## src/rtl/irq_bank_pkg.sv

```systemverilog
package irq_bank_pkg;
  // register byte offsets
  localparam int OFF_PEND   = 'h00;
  localparam int OFF_MASK   = 'h04;
  localparam int OFF_IRQSRC = 'h08;
  localparam int OFF_FIQSRC = 'h0C;
  localparam int OFF_ACK    = 'h10;
  localparam int OFF_GATE   = 'h14;
  localparam int OFF_CFG    = 'h20;

  // strobes from control to datapath
  typedef struct packed {
    logic capIrq;
    logic capFiq;
    logic relIrq;
    logic relFiq;
  } bank_stb_t;
endpackage

```

## src/rtl/irq_pick.sv

```systemverilog
module irq_pick #(
  parameter int LINES  = 32,
  parameter int PRIO_W = 5,
  localparam int IDX_W = $clog2(LINES)
) (
  input  logic [LINES-1:0]        cand,
  input  logic [LINES*PRIO_W-1:0] prioFlat,
  output logic                    any,
  output logic [IDX_W-1:0]        idx,
  output logic [PRIO_W-1:0]       prio
);
  // strict less-than keeps the lowest index on a tie
  always_comb begin
    any  = 1'b0;
    idx  = '0;
    prio = '1;
    for (int i = 0; i < LINES; i++) begin
      if (cand[i] && (!any || prioFlat[i*PRIO_W +: PRIO_W] < prio)) begin
        any  = 1'b1;
        idx  = IDX_W'(i);
        prio = prioFlat[i*PRIO_W +: PRIO_W];
      end
    end
  end
endmodule

```

## src/rtl/irq_bank_ctl.sv

```systemverilog
module irq_bank_ctl
  import irq_bank_pkg::*;
(
  input  logic      clk,
  input  logic      rstN,
  input  logic      gEn,
  input  logic      irqAny,
  input  logic      fiqAny,
  input  logic      ackIrq,
  input  logic      ackFiq,
  output bank_stb_t stb,
  output logic      irqN,
  output logic      fiqN
);
  logic irqHold, fiqHold;

  always_comb begin
    stb.capIrq = gEn && !irqHold && irqAny;
    stb.capFiq = gEn && !fiqHold && fiqAny;
    stb.relIrq = irqHold && ackIrq;
    stb.relFiq = fiqHold && ackFiq;
  end

  always_ff @(posedge clk) begin
    if (!rstN) begin
      irqHold <= 1'b0;
      fiqHold <= 1'b0;
    end else begin
      irqHold <= gEn && (irqHold ? !ackIrq : irqAny);
      fiqHold <= gEn && (fiqHold ? !ackFiq : fiqAny);
    end
  end

  assign irqN = ~irqHold;
  assign fiqN = ~fiqHold;
endmodule

```

## src/rtl/irq_bank_dp.sv

```systemverilog
module irq_bank_dp
  import irq_bank_pkg::*;
#(
  parameter int LINES   = 32,
  parameter int PRIO_W  = 5,
  parameter int BANK_ID = 0,
  parameter int ADDR_W  = 8,
  localparam int IDX_W  = $clog2(LINES)
) (
  input  logic              clk,
  input  logic              rstN,
  input  logic [LINES-1:0]  srcN,
  input  logic [ADDR_W-1:0] regAddr,
  input  logic              regWe,
  input  logic [31:0]       regWdata,
  output logic [31:0]       regRdata,
  input  bank_stb_t         stb,
  output logic              irqAny,
  output logic              fiqAny,
  output logic              gEn,
  output logic              ackIrq,
  output logic              ackFiq,
  output logic [LINES-1:0]  maskReg,
  output logic [IDX_W-1:0]  irqLine
);
  localparam logic [ADDR_W-1:0] A_PEND   = ADDR_W'(OFF_PEND);
  localparam logic [ADDR_W-1:0] A_MASK   = ADDR_W'(OFF_MASK);
  localparam logic [ADDR_W-1:0] A_IRQSRC = ADDR_W'(OFF_IRQSRC);
  localparam logic [ADDR_W-1:0] A_FIQSRC = ADDR_W'(OFF_FIQSRC);
  localparam logic [ADDR_W-1:0] A_ACK    = ADDR_W'(OFF_ACK);
  localparam logic [ADDR_W-1:0] A_GATE   = ADDR_W'(OFF_GATE);
  localparam logic [ADDR_W-1:0] A_CFG    = ADDR_W'(OFF_CFG);

  logic [LINES-1:0]        sIn, sInPrev, latched, pending;
  logic [LINES-1:0]        fiqSel, trigSel, fallVec, clrVec, keepVec;
  logic [LINES*PRIO_W-1:0] prioFlat;
  logic                    gateReg;
  logic [PRIO_W-1:0]       irqPrio, fiqPrio, irqBestP, fiqBestP;
  logic [IDX_W-1:0]        fiqLine, irqBest, fiqBest;
  logic [ADDR_W-1:0]       cfgOff;
  logic                    cfgHit;
  logic [IDX_W-1:0]        cfgIdx;

  // configuration word decode
  assign cfgOff = regAddr - A_CFG;
  assign cfgHit = (regAddr >= A_CFG) && (cfgOff[1:0] == 2'b00) &&
                  ((cfgOff >> 2) < ADDR_W'(LINES));
  assign cfgIdx = cfgOff[IDX_W+1:2];

  assign ackIrq = regWe && (regAddr == A_ACK) && regWdata[0];
  assign ackFiq = regWe && (regAddr == A_ACK) && regWdata[1];
  assign gEn    = ~gateReg;

  // per-line configuration
  for (genvar g = 0; g < LINES; g++) begin : gLine
    logic              cfgWr;
    logic              trigR;
    logic [PRIO_W-1:0] prioR;
    assign cfgWr = regWe && cfgHit && (cfgIdx == IDX_W'(g));
    always_ff @(posedge clk) begin
      if (!rstN) begin
        trigR <= 1'b0;
        prioR <= '0;
      end else if (cfgWr) begin
        trigR <= regWdata[1];
        prioR <= regWdata[PRIO_W+1:2];
      end
    end
    assign trigSel[g] = trigR;
    assign prioFlat[g*PRIO_W +: PRIO_W] = prioR;
    if (BANK_ID == 0) begin : gFiq
      logic fiqR;
      always_ff @(posedge clk) begin
        if (!rstN)      fiqR <= 1'b0;
        else if (cfgWr) fiqR <= regWdata[0];
      end
      assign fiqSel[g] = fiqR;
    end else begin : gNoFiq
      assign fiqSel[g] = 1'b0;
    end
  end

  // input sampling, edge latching, pending vector
  assign fallVec = sInPrev & ~sIn & ~trigSel;
  assign keepVec = (regWe && regAddr == A_PEND) ? regWdata[LINES-1:0] : '1;
  assign clrVec  = (stb.relIrq ? (LINES'(1) << irqLine) : '0) |
                   (stb.relFiq ? (LINES'(1) << fiqLine) : '0);
  assign pending = (trigSel & ~sIn) | (~trigSel & latched);

  always_ff @(posedge clk) begin
    if (!rstN) begin
      sIn     <= '1;
      sInPrev <= '1;
      latched <= '0;
      maskReg <= '1;
      gateReg <= 1'b1;
    end else begin
      sIn     <= srcN;
      sInPrev <= sIn;
      latched <= (latched & keepVec & ~clrVec) | fallVec;
      if (regWe && regAddr == A_MASK) maskReg <= regWdata[LINES-1:0];
      if (regWe && regAddr == A_GATE) gateReg <= regWdata[0];
    end
  end

  // one selector per output
  irq_pick #(.LINES(LINES), .PRIO_W(PRIO_W)) uPickIrq (
    .cand(pending & ~maskReg & ~fiqSel), .prioFlat(prioFlat),
    .any(irqAny), .idx(irqBest), .prio(irqBestP));
  irq_pick #(.LINES(LINES), .PRIO_W(PRIO_W)) uPickFiq (
    .cand(pending & ~maskReg & fiqSel), .prioFlat(prioFlat),
    .any(fiqAny), .idx(fiqBest), .prio(fiqBestP));

  // captured winners
  always_ff @(posedge clk) begin
    if (!rstN) begin
      irqLine <= '0;
      irqPrio <= '0;
      fiqLine <= '0;
      fiqPrio <= '0;
    end else begin
      if (stb.capIrq) begin
        irqLine <= irqBest;
        irqPrio <= irqBestP;
      end
      if (stb.capFiq) begin
        fiqLine <= fiqBest;
        fiqPrio <= fiqBestP;
      end
    end
  end

  // read mux
  always_comb begin
    regRdata = '0;
    if (cfgHit) begin
      regRdata = 32'({prioFlat[cfgIdx*PRIO_W +: PRIO_W], trigSel[cfgIdx], fiqSel[cfgIdx]});
    end else begin
      case (regAddr)
        A_PEND:   regRdata = 32'(pending);
        A_MASK:   regRdata = 32'(maskReg);
        A_IRQSRC: regRdata = (32'(irqPrio) << 8) | 32'(irqLine);
        A_FIQSRC: regRdata = (32'(fiqPrio) << 8) | 32'(fiqLine);
        A_GATE:   regRdata = 32'(gateReg);
        default:  regRdata = '0;
      endcase
    end
  end
endmodule

```

## src/rtl/prio_irq_bank.sv

```systemverilog
module prio_irq_bank
  import irq_bank_pkg::*;
#(
  parameter int LINES   = 32,
  parameter int PRIO_W  = 5,
  parameter int BANK_ID = 0,
  parameter int ADDR_W  = 8
) (
  input  logic              clk,
  input  logic              rstN,
  input  logic [LINES-1:0]  srcN,
  input  logic [ADDR_W-1:0] regAddr,
  input  logic              regWe,
  input  logic [31:0]       regWdata,
  output logic [31:0]       regRdata,
  output logic              irqN,
  output logic              fiqN
);
  localparam int IDX_W = $clog2(LINES);

  bank_stb_t        stb;
  logic             irqAny, fiqAny, gEn, ackIrq, ackFiq;
  logic [LINES-1:0] maskReg;
  logic [IDX_W-1:0] irqLine;

  irq_bank_dp #(.LINES(LINES), .PRIO_W(PRIO_W), .BANK_ID(BANK_ID), .ADDR_W(ADDR_W)) uDp (
    .clk(clk), .rstN(rstN), .srcN(srcN), .regAddr(regAddr), .regWe(regWe),
    .regWdata(regWdata), .regRdata(regRdata), .stb(stb), .irqAny(irqAny),
    .fiqAny(fiqAny), .gEn(gEn), .ackIrq(ackIrq), .ackFiq(ackFiq),
    .maskReg(maskReg), .irqLine(irqLine));

  irq_bank_ctl uCtl (
    .clk(clk), .rstN(rstN), .gEn(gEn), .irqAny(irqAny), .fiqAny(fiqAny),
    .ackIrq(ackIrq), .ackFiq(ackFiq), .stb(stb), .irqN(irqN), .fiqN(fiqN));
endmodule

```

## config.mk

```make
export PLATFORM = sky130hd
export DESIGN_NAME = prio_irq_bank
export DESIGN_NICKNAME = d
export VERILOG_FILES = /design/src/rtl/irq_bank_pkg.sv /design/src/rtl/irq_pick.sv /design/src/rtl/irq_bank_ctl.sv /design/src/rtl/irq_bank_dp.sv /design/src/rtl/prio_irq_bank.sv
export SDC_FILE = /design/constraint.sdc
export NUM_CORES = 2
export LEC_CHECK = 0
export BUFFER_PORTS_ARGS = -buffer_cell sky130_fd_sc_hd__buf_2
export CORE_UTILIZATION = 60
export DETAILED_ROUTE_END_ITERATION = 10
export HOLD_SLACK_MARGIN = 0.1
export PLACE_DENSITY = 0.77
export SETUP_SLACK_MARGIN = 0.4
export SLEW_MARGIN = 40
export SYNTH_ARGS = -nofsm -noshare
export SYNTH_HDL_FRONTEND = slang
export SYNTH_SLANG_ARGS = --single-unit
```

## constraint.sdc

```tcl
create_clock -name clk -period 78.2 [get_ports clk]
set_clock_uncertainty 0.1 [all_clocks]
set_input_delay 3.91 -clock clk [delete_from_list [all_inputs] [get_ports clk]]
set_output_delay 3.91 -clock clk [all_outputs]
set_load 0.02 [all_outputs]
```

# Word level (Yosys, flattened, before mapping)

Index checks and enable logic that the tools add are counted.

Bitwise logic cells: 22
Multipliers: 1
Shift operators: 3
Eq/ne operators: 36
Reduce and logical (&&, ||, !) cells: 242
Muxes and demuxes: 201
Add/subtract/negate cells: 1
Order comparisons: 65

Operators with widths:

| cell                 | number |
|---|---|
| $mux 5               | 124 |
| $lt 5x5->1           | 62 |
| $and 32x32->32       | 9 |
| $not 32->32          | 5 |
| $pmux 32 s5          | 1 |
| $shiftx 160x9->5     | 1 |
| $mux 32              | 4 |
| $logic_and 1x1->1    | 111 |
| $or 32x32->32        | 3 |
| $eq 5x5->1 const B   | 16 |
| $mux 1               | 70 |
| $logic_not 1->1      | 66 |
| $shl 1x5->32 const A | 2 |
| $logic_or 1x1->1     | 62 |
| $eq 5x4->1 const B   | 8 |
| $or 13x5->13         | 2 |
| $eq 5x3->1 const B   | 4 |
| $eq 8x4->1 const B   | 2 |
| $eq 8x5->1 const B   | 2 |
| $bmux 1 s5           | 2 |
| $eq 5x2->1 const B   | 2 |
| $eq 8x3->1 const B   | 1 |
| $ge 8x6->1 const B   | 1 |
| $logic_not 8->1      | 1 |
| other kinds (8)      | 10 |

Output and inout bits: 34
Input port bits: 75
Register bits after elaboration: 375
Word-level logic and storage cells: 678

# Logic depth before layout (Yosys ltp)

Word-level depth: 132
Mapped depth: 279
Gate-level depth less buffers: 272

# By module

Synthesis repeated with hierarchy kept, for this count alone.

Cells, all modules: 4602
Area total of the unflattened synthesis: 36437.4 um^2

Modules (own cells, without submodules):

| module       | area an instance (um^2) | times used | cells each | seq. area each (um^2) |
|---|---|---|---|---|
| irq_pick     | 9315.2                  | 2          | 1323       | 0.0 |
| irq_bank_dp  | 17707.0                 | 1          | 1944       | 7467.2 |
| irq_bank_ctl | 100.1                   | 1          | 12         | 40.0 |

# Worst setup path after synthesis

No wires, ideal clock.

Path type: register -> register
From: register uDp.gLine[0].trigR
To: register uDp.fiqLine[4]
Buffers on the path: 7
Data required time: 78.030 ns
Path slack: 29.640 ns
Clock period less this slack: 48.560 ns
Setup time: 0.070 ns
Stages on the path, launching flop included: 257
Arrival time: 48.390 ns
Path through: dfxtp_1 > and2_1 > buf_4 > or3_1 > clkbuf_1 > nor2_1 > ha_1 > o21a_1 > and2_1 > mux2i_1 > a211oi_1 > o22a_1 > o21ai_0 > ha_1 > o21ai_0 > a21oi_1 > nor2b_1 > a21boi_1 > (+221 left out) > nand2b_1 > a41o_1 > a21oi_1 > nor2_1 > nand2_1 > a21oi_1 > o21bai_2 > mux2_2 > ha_1 > a21o_1 > a21o_1 > a21oi_1 > nor2_1 > nor2_1 > nand3_1 > o21ai_1 > nor4b_1 > a21oi_1

Longest elaborated chain between the ends: 131
Elaborated cells between the ends (all ways): 223
Those cells by class: order compare (31); mux (92); bitwise (6); reduce/logical (94)

Ends and longest elaborated chain:

| element                                       | RTL line           | source |
|---|---|---|
| start: declaration                            | irq_bank_dp.sv:57  | `logic trigR;` |
| start signal: assignment                      | irq_bank_dp.sv:65  | `trigR <= regWdata[1];` |
| $not 32->32                                   | irq_bank_dp.sv:88  | `assign pending = (trigSel & ~sIn) \| (~trigSel & latched);` |
| $and 32x32->32                                | irq_bank_dp.sv:88  |  |
| $or 32x32->32 (*)                             | irq_bank_dp.sv:88  |  |
| $and 32x32->32 (*) (2 in a row)               | irq_bank_dp.sv:111 | `.cand(pending & ~maskReg & fiqSel), .prioFlat(prioFlat),` |
| $mux 5 or $mux 1 (tied branches)              | irq_pick.sv:18     | `if (cand[i] && (!any \|\| prioFlat[i*PRIO_W +: PRIO_W] < prio)) begin` |
| $lt 5x5->1 or $logic_not 1->1 (tied branches) | irq_pick.sv:18     |  |
| $logic_or 1x1->1                              | irq_pick.sv:18     |  |
| $logic_and 1x1->1                             | irq_pick.sv:18     |  |
| (+114 left out)                               | --                 |  |
| $logic_or 1x1->1                              | irq_pick.sv:18     |  |
| $logic_and 1x1->1                             | irq_pick.sv:18     |  |
| $mux 5 or $mux 1 (tied branches)              | irq_pick.sv:18     |  |
| $lt 5x5->1 or $logic_not 1->1 (tied branches) | irq_pick.sv:18     |  |
| $logic_or 1x1->1                              | irq_pick.sv:18     |  |
| $logic_and 1x1->1                             | irq_pick.sv:18     |  |
| $mux 1                                        | irq_pick.sv:18     |  |
| $logic_and 1x1->1                             | irq_bank_ctl.sv:19 | `stb.capFiq = gEn && !fiqHold && fiqAny;` |
| end signal: assignment                        | irq_bank_dp.sv:127 | `fiqLine <= fiqBest;` |
| end: declaration                              | irq_bank_dp.sv:39  | `logic [IDX_W-1:0] fiqLine, irqBest, fiqBest;` |

Mark *: on every way between the ends. The rest lies on a longest branch, timed or not.
A chain may end at the register's enable or synchronous reset.

# Final worst setup path

Ends and elaborated chain as after synthesis.

==> summary.md <==
| Metric | Value |
|---|---|
| GPL Wtd Cong | `between 1 and 1.5` |
| Die height | `roughly 240 um` |
| Detailed-route via count | `35.5k` |
| Ports placed on the boundary | `about 110` |
| Most common cell after layout, fill and taps aside | `nand2_1` |
| Largest net degree at the start of global routing | `roughly 120` |
| Area Growth Syn to Fin | `5.93%` |
| Rel. slew slack | `between 30% and 40%` |
| Clock Sinks | `375` |
| Die ar. | `58,000 um2` |
| Mapped Area | `approximately 34,000 um2` |
| Hold depth | `2` |
| GR Overflow Total | `0` |
| First-pass GRT wire length | `188,000 um` |
| FF+latch count, synth | `roughly 380` |
| Largest fanout on the critical path | `13` |
| RR Endpoint | `uDp.fiqLine[4]` |
| Pleak | `around 15 nW` |
| Most common cell on crit path | `ha_1` |
| Worst hold path type | `reg2reg` |
| FF-to-FF setup slack | `19.59 ns` |
| Syn_nets | `between 4k and 5k` |
| Worst path required time | `just under 80 ns` |
| Post-route insts no fill | `5,128` |
| Ys async rst share | `0%` |
| CP startpoint | `uDp.gLine[0].trigR` |
| Dpl cells | `5,065` |
| Peak supply drop | `0.0195 mV` |
| Max-cap viol count | `0` |
| Sequential-to-total area share from yosys stat | `21.9%` |
| TritonCTS Buffers | `37` |
| Number of synthesis warnings | `0` |
| Final worst-path cycle share | `between 70% and 80%` |
| Multi-input gate area | `25,000 um2` |
| Final nets | `4,561` |
| Top FF cell, synth | `dfxtp_1` |
| Design Area, Final | `between 30,000 and 40,000 um2` |
| Bufs on Longest Clock Path | `3` |
| Cell Area, Placed | `35,000 um2` |
| Run status | `completed` |
| Worst Setup EP | `uDp.fiqLine[4]` |
| Initial core utilization | `about three fifths` |
| Core area | `about 56,000 um2` |
| Gates resized, CTS repair | `0` |
| Final ANT Viol Nets | `0` |
| Vias per Instance | `slightly below 7` |
| Slowest cell on crit path | `nor2_1` |
| Hold Fails Final Rpt | `0` |
| Global Route Usage Sum | `between 40% and 50%` |
| Worst R2R Start | `uDp.gLine[0].trigR` |
| Wire per inst | `roughly 24 um` |
| Initial antenna violation count | `10` |
| Fmax | `17.1 MHz` |
| Port Buffers | `between 100 and 150` |
| Unique masters post-synth | `143` |
| Most frequent cells in the layout | `482 x nand2_1, 375 x dfxtp_1, 348 x nor2_1` |
| Drt total wl | `124,000 um` |
| Fill cells | `approximately 5k` |
| Number of synthesized flops with an enable pin | `0` |
| Post-CTS setup repair buffer count | `0` |
| Reg2reg path depth | `approximately 250` |
| Worst-margin pin slew | `about 0.9 ns` |
| Drt pass-1 iters | `9` |
| Vias in the first global route | `32.1k` |
| Setup TNS | `0 ns` |
| Initial DRC count | `roughly 4.5k` |
| Crit path kind | `reg2reg` |
| Final worst path period need | `58.61 ns` |
| Max Transition Viols Final | `0` |
| Power after layout | `a little over 0.0004 W` |
| Worst skew pair latency | `0.56 ns` |
| Critical Path Source Type | `flop` |
| Cells after synthesis | `between 4k and 5k` |
| Crit path largest cell delay | `roughly 0.67 ns` |
| Reg area | `7510 um2` |
| Hold_buf cts | `0` |
| Power per cell area | `between 10 and 15 nW/um2` |
| Final setup fails | `0` |
| Crit path DAT | `approximately 59 ns` |
| H-tree levels | `2` |
| Setup crit end kind | `flop` |
| Reg clk slew, reported paths | `about 0.060 ns` |
| FP Rows | `87` |
| HPWL after DPL | `between 90,000 and 100,000 um` |
| CTS Root Cell | `clkbuf_16` |
| DRC errors left | `0` |
| TritonCTS clock tree | `yes` |
| Mapped Avg Cell Area | `between 7 and 8 um2` |
| Share of layout cells above drive strength 1 | `11.2%` |
| Horiz. Die Dim | `241 um` |
| RSZ-0062 raised after global routing | `no` |
==> how the worst min path moves through the flow <==
stage	startpoint	endpoint	slack [ns]
after floorplan	uDp.sIn[0]	uDp.sInPrev[0]	0.32
after global placement	uDp.sIn[0]	uDp.sInPrev[0]	0.34
after detailed placement	uDp.sIn[0]	uDp.sInPrev[0]	0.34
after CTS	uDp.sInPrev[16]	uDp.latched[16]	0.36
after global routing	uDp.sIn[0]	uDp.sInPrev[0]	0.38
final	uDp.sInPrev[12]	uDp.latched[12]	0.36
==> power by group <==
group	total, W	switching (W)	internal, W
Sequential	0.000196	0.00000188	0.000194
Combinational	0.0000280	0.0000184	0.00000961
Clock	0.000185	0.0000785	0.000106
==> cells by family (layout without fill, tap and decap cells) <==
| logic type | Yosys count | count (layout) | share of synthesized area, % |
|---|---|---|---|
| buffers and inverters | 442 | 403 | 5.45 |
| adder cells (fa/ha/maj) | 159 | 159 | 5.67 |
| flip-flops | 375 | 375 | 21.9 |
| AND/OR/NAND/NOR | 1756 | 1756 | 25.6 |
| XOR/XNOR | 32 | 32 | 0.841 |
| AO/OA/AOI/OAI | 1264 | 1264 | 26.6 |
| other | 0 | 2 | 0 |
| multiplexers | 381 | 381 | 13.9 |
==> final cells by class <==
class                   instances  share of cell area [%]
clock inverters                11                   0.400
multi-input cells            3592                    68.9
flip-flops and latches        375                    20.7
clock buffers                  50                    2.97
diodes                          2                  0.0138
inverters                     204                    2.11
well taps                     756                    2.61
repair buffers                138                    2.31
==> critical path: cells and delay by family (launching register included) <==
kind                       cells  cell delay (ns)
DFF                            1             0.34
AOI/OAI and AO/OA            103            25.56
muxes                         16             5.04
buffers and inverters         19             1.56
adders and majority gates     31             8.37
and+or+nand+nor               83            17.55
==> synthesized netlist by cell type (all sizes together) (41+ instances only) <==
master | n | area share [%]
nand2 | 482 | 5.3
dfxtp | 375 | 22
nor2 | 362 | 4.0
o21ai | 287 | 4.3
mux2i | 261 | 7.7
a21oi | 248 | 3.7
nor2b | 225 | 4.1
inv | 201 | 2.2
nand3 | 152 | 2.2
clkbuf | 144 | 1.6
ha | 138 | 5.0
nand2b | 129 | 2.4
nor3 | 102 | 1.5
buf | 93 | 1.6
mux4 | 70 | 4.6
and2 | 56 | 1.0
o211ai | 56 | 1.3
a21boi | 54 | 1.2
a211oi | 52 | 1.3
mux2 | 50 | 1.7
a31oi | 47 | 1.1
or3 | 45 | 0.84
or2 | 42 | 0.78
o21a | 41 | 0.90
==> state kept, by name, indices dropped and copies added, names as in the netlist <==
register	cells
uDp.fiqPrio	5
uDp.latched	32
uDp.sIn	32
uDp.gateReg	1
uDp.sInPrev	32
uDp.fiqLine	5
uDp.irqLine	5
uDp.gLine.trigR	32
uDp.maskReg	32
uDp.gLine.gFiq.fiqR	32
uCtl.fiqHold	1
uDp.gLine.prioR	160
uCtl.irqHold	1
uDp.irqPrio	5
==> stage by stage <==
stage	hold slack (ns)	setup WS [ns]	utilization [%]
after global placement	0.335	20.69	61.8
after detailed placement	0.343	20.71	62.1
after CTS	0.357	20.33	64.2
after global routing	0.377	15.00	64.3
after floorplan	0.320	29.64	-
final	0.357	19.59	64.3
==> layer usage <==
layer / vias up / routed length, um / GRT usage, %
met3: 383 / 14200 / 9.07
met2: 2136 / 52900 / 63.3
met1: 16800 / 50700 / 56.3
li1: 16200 / - / -
met5: - / 94 / 0
met4: 14 / 5920 / 18.8
(Power assumes the default switching activity.)
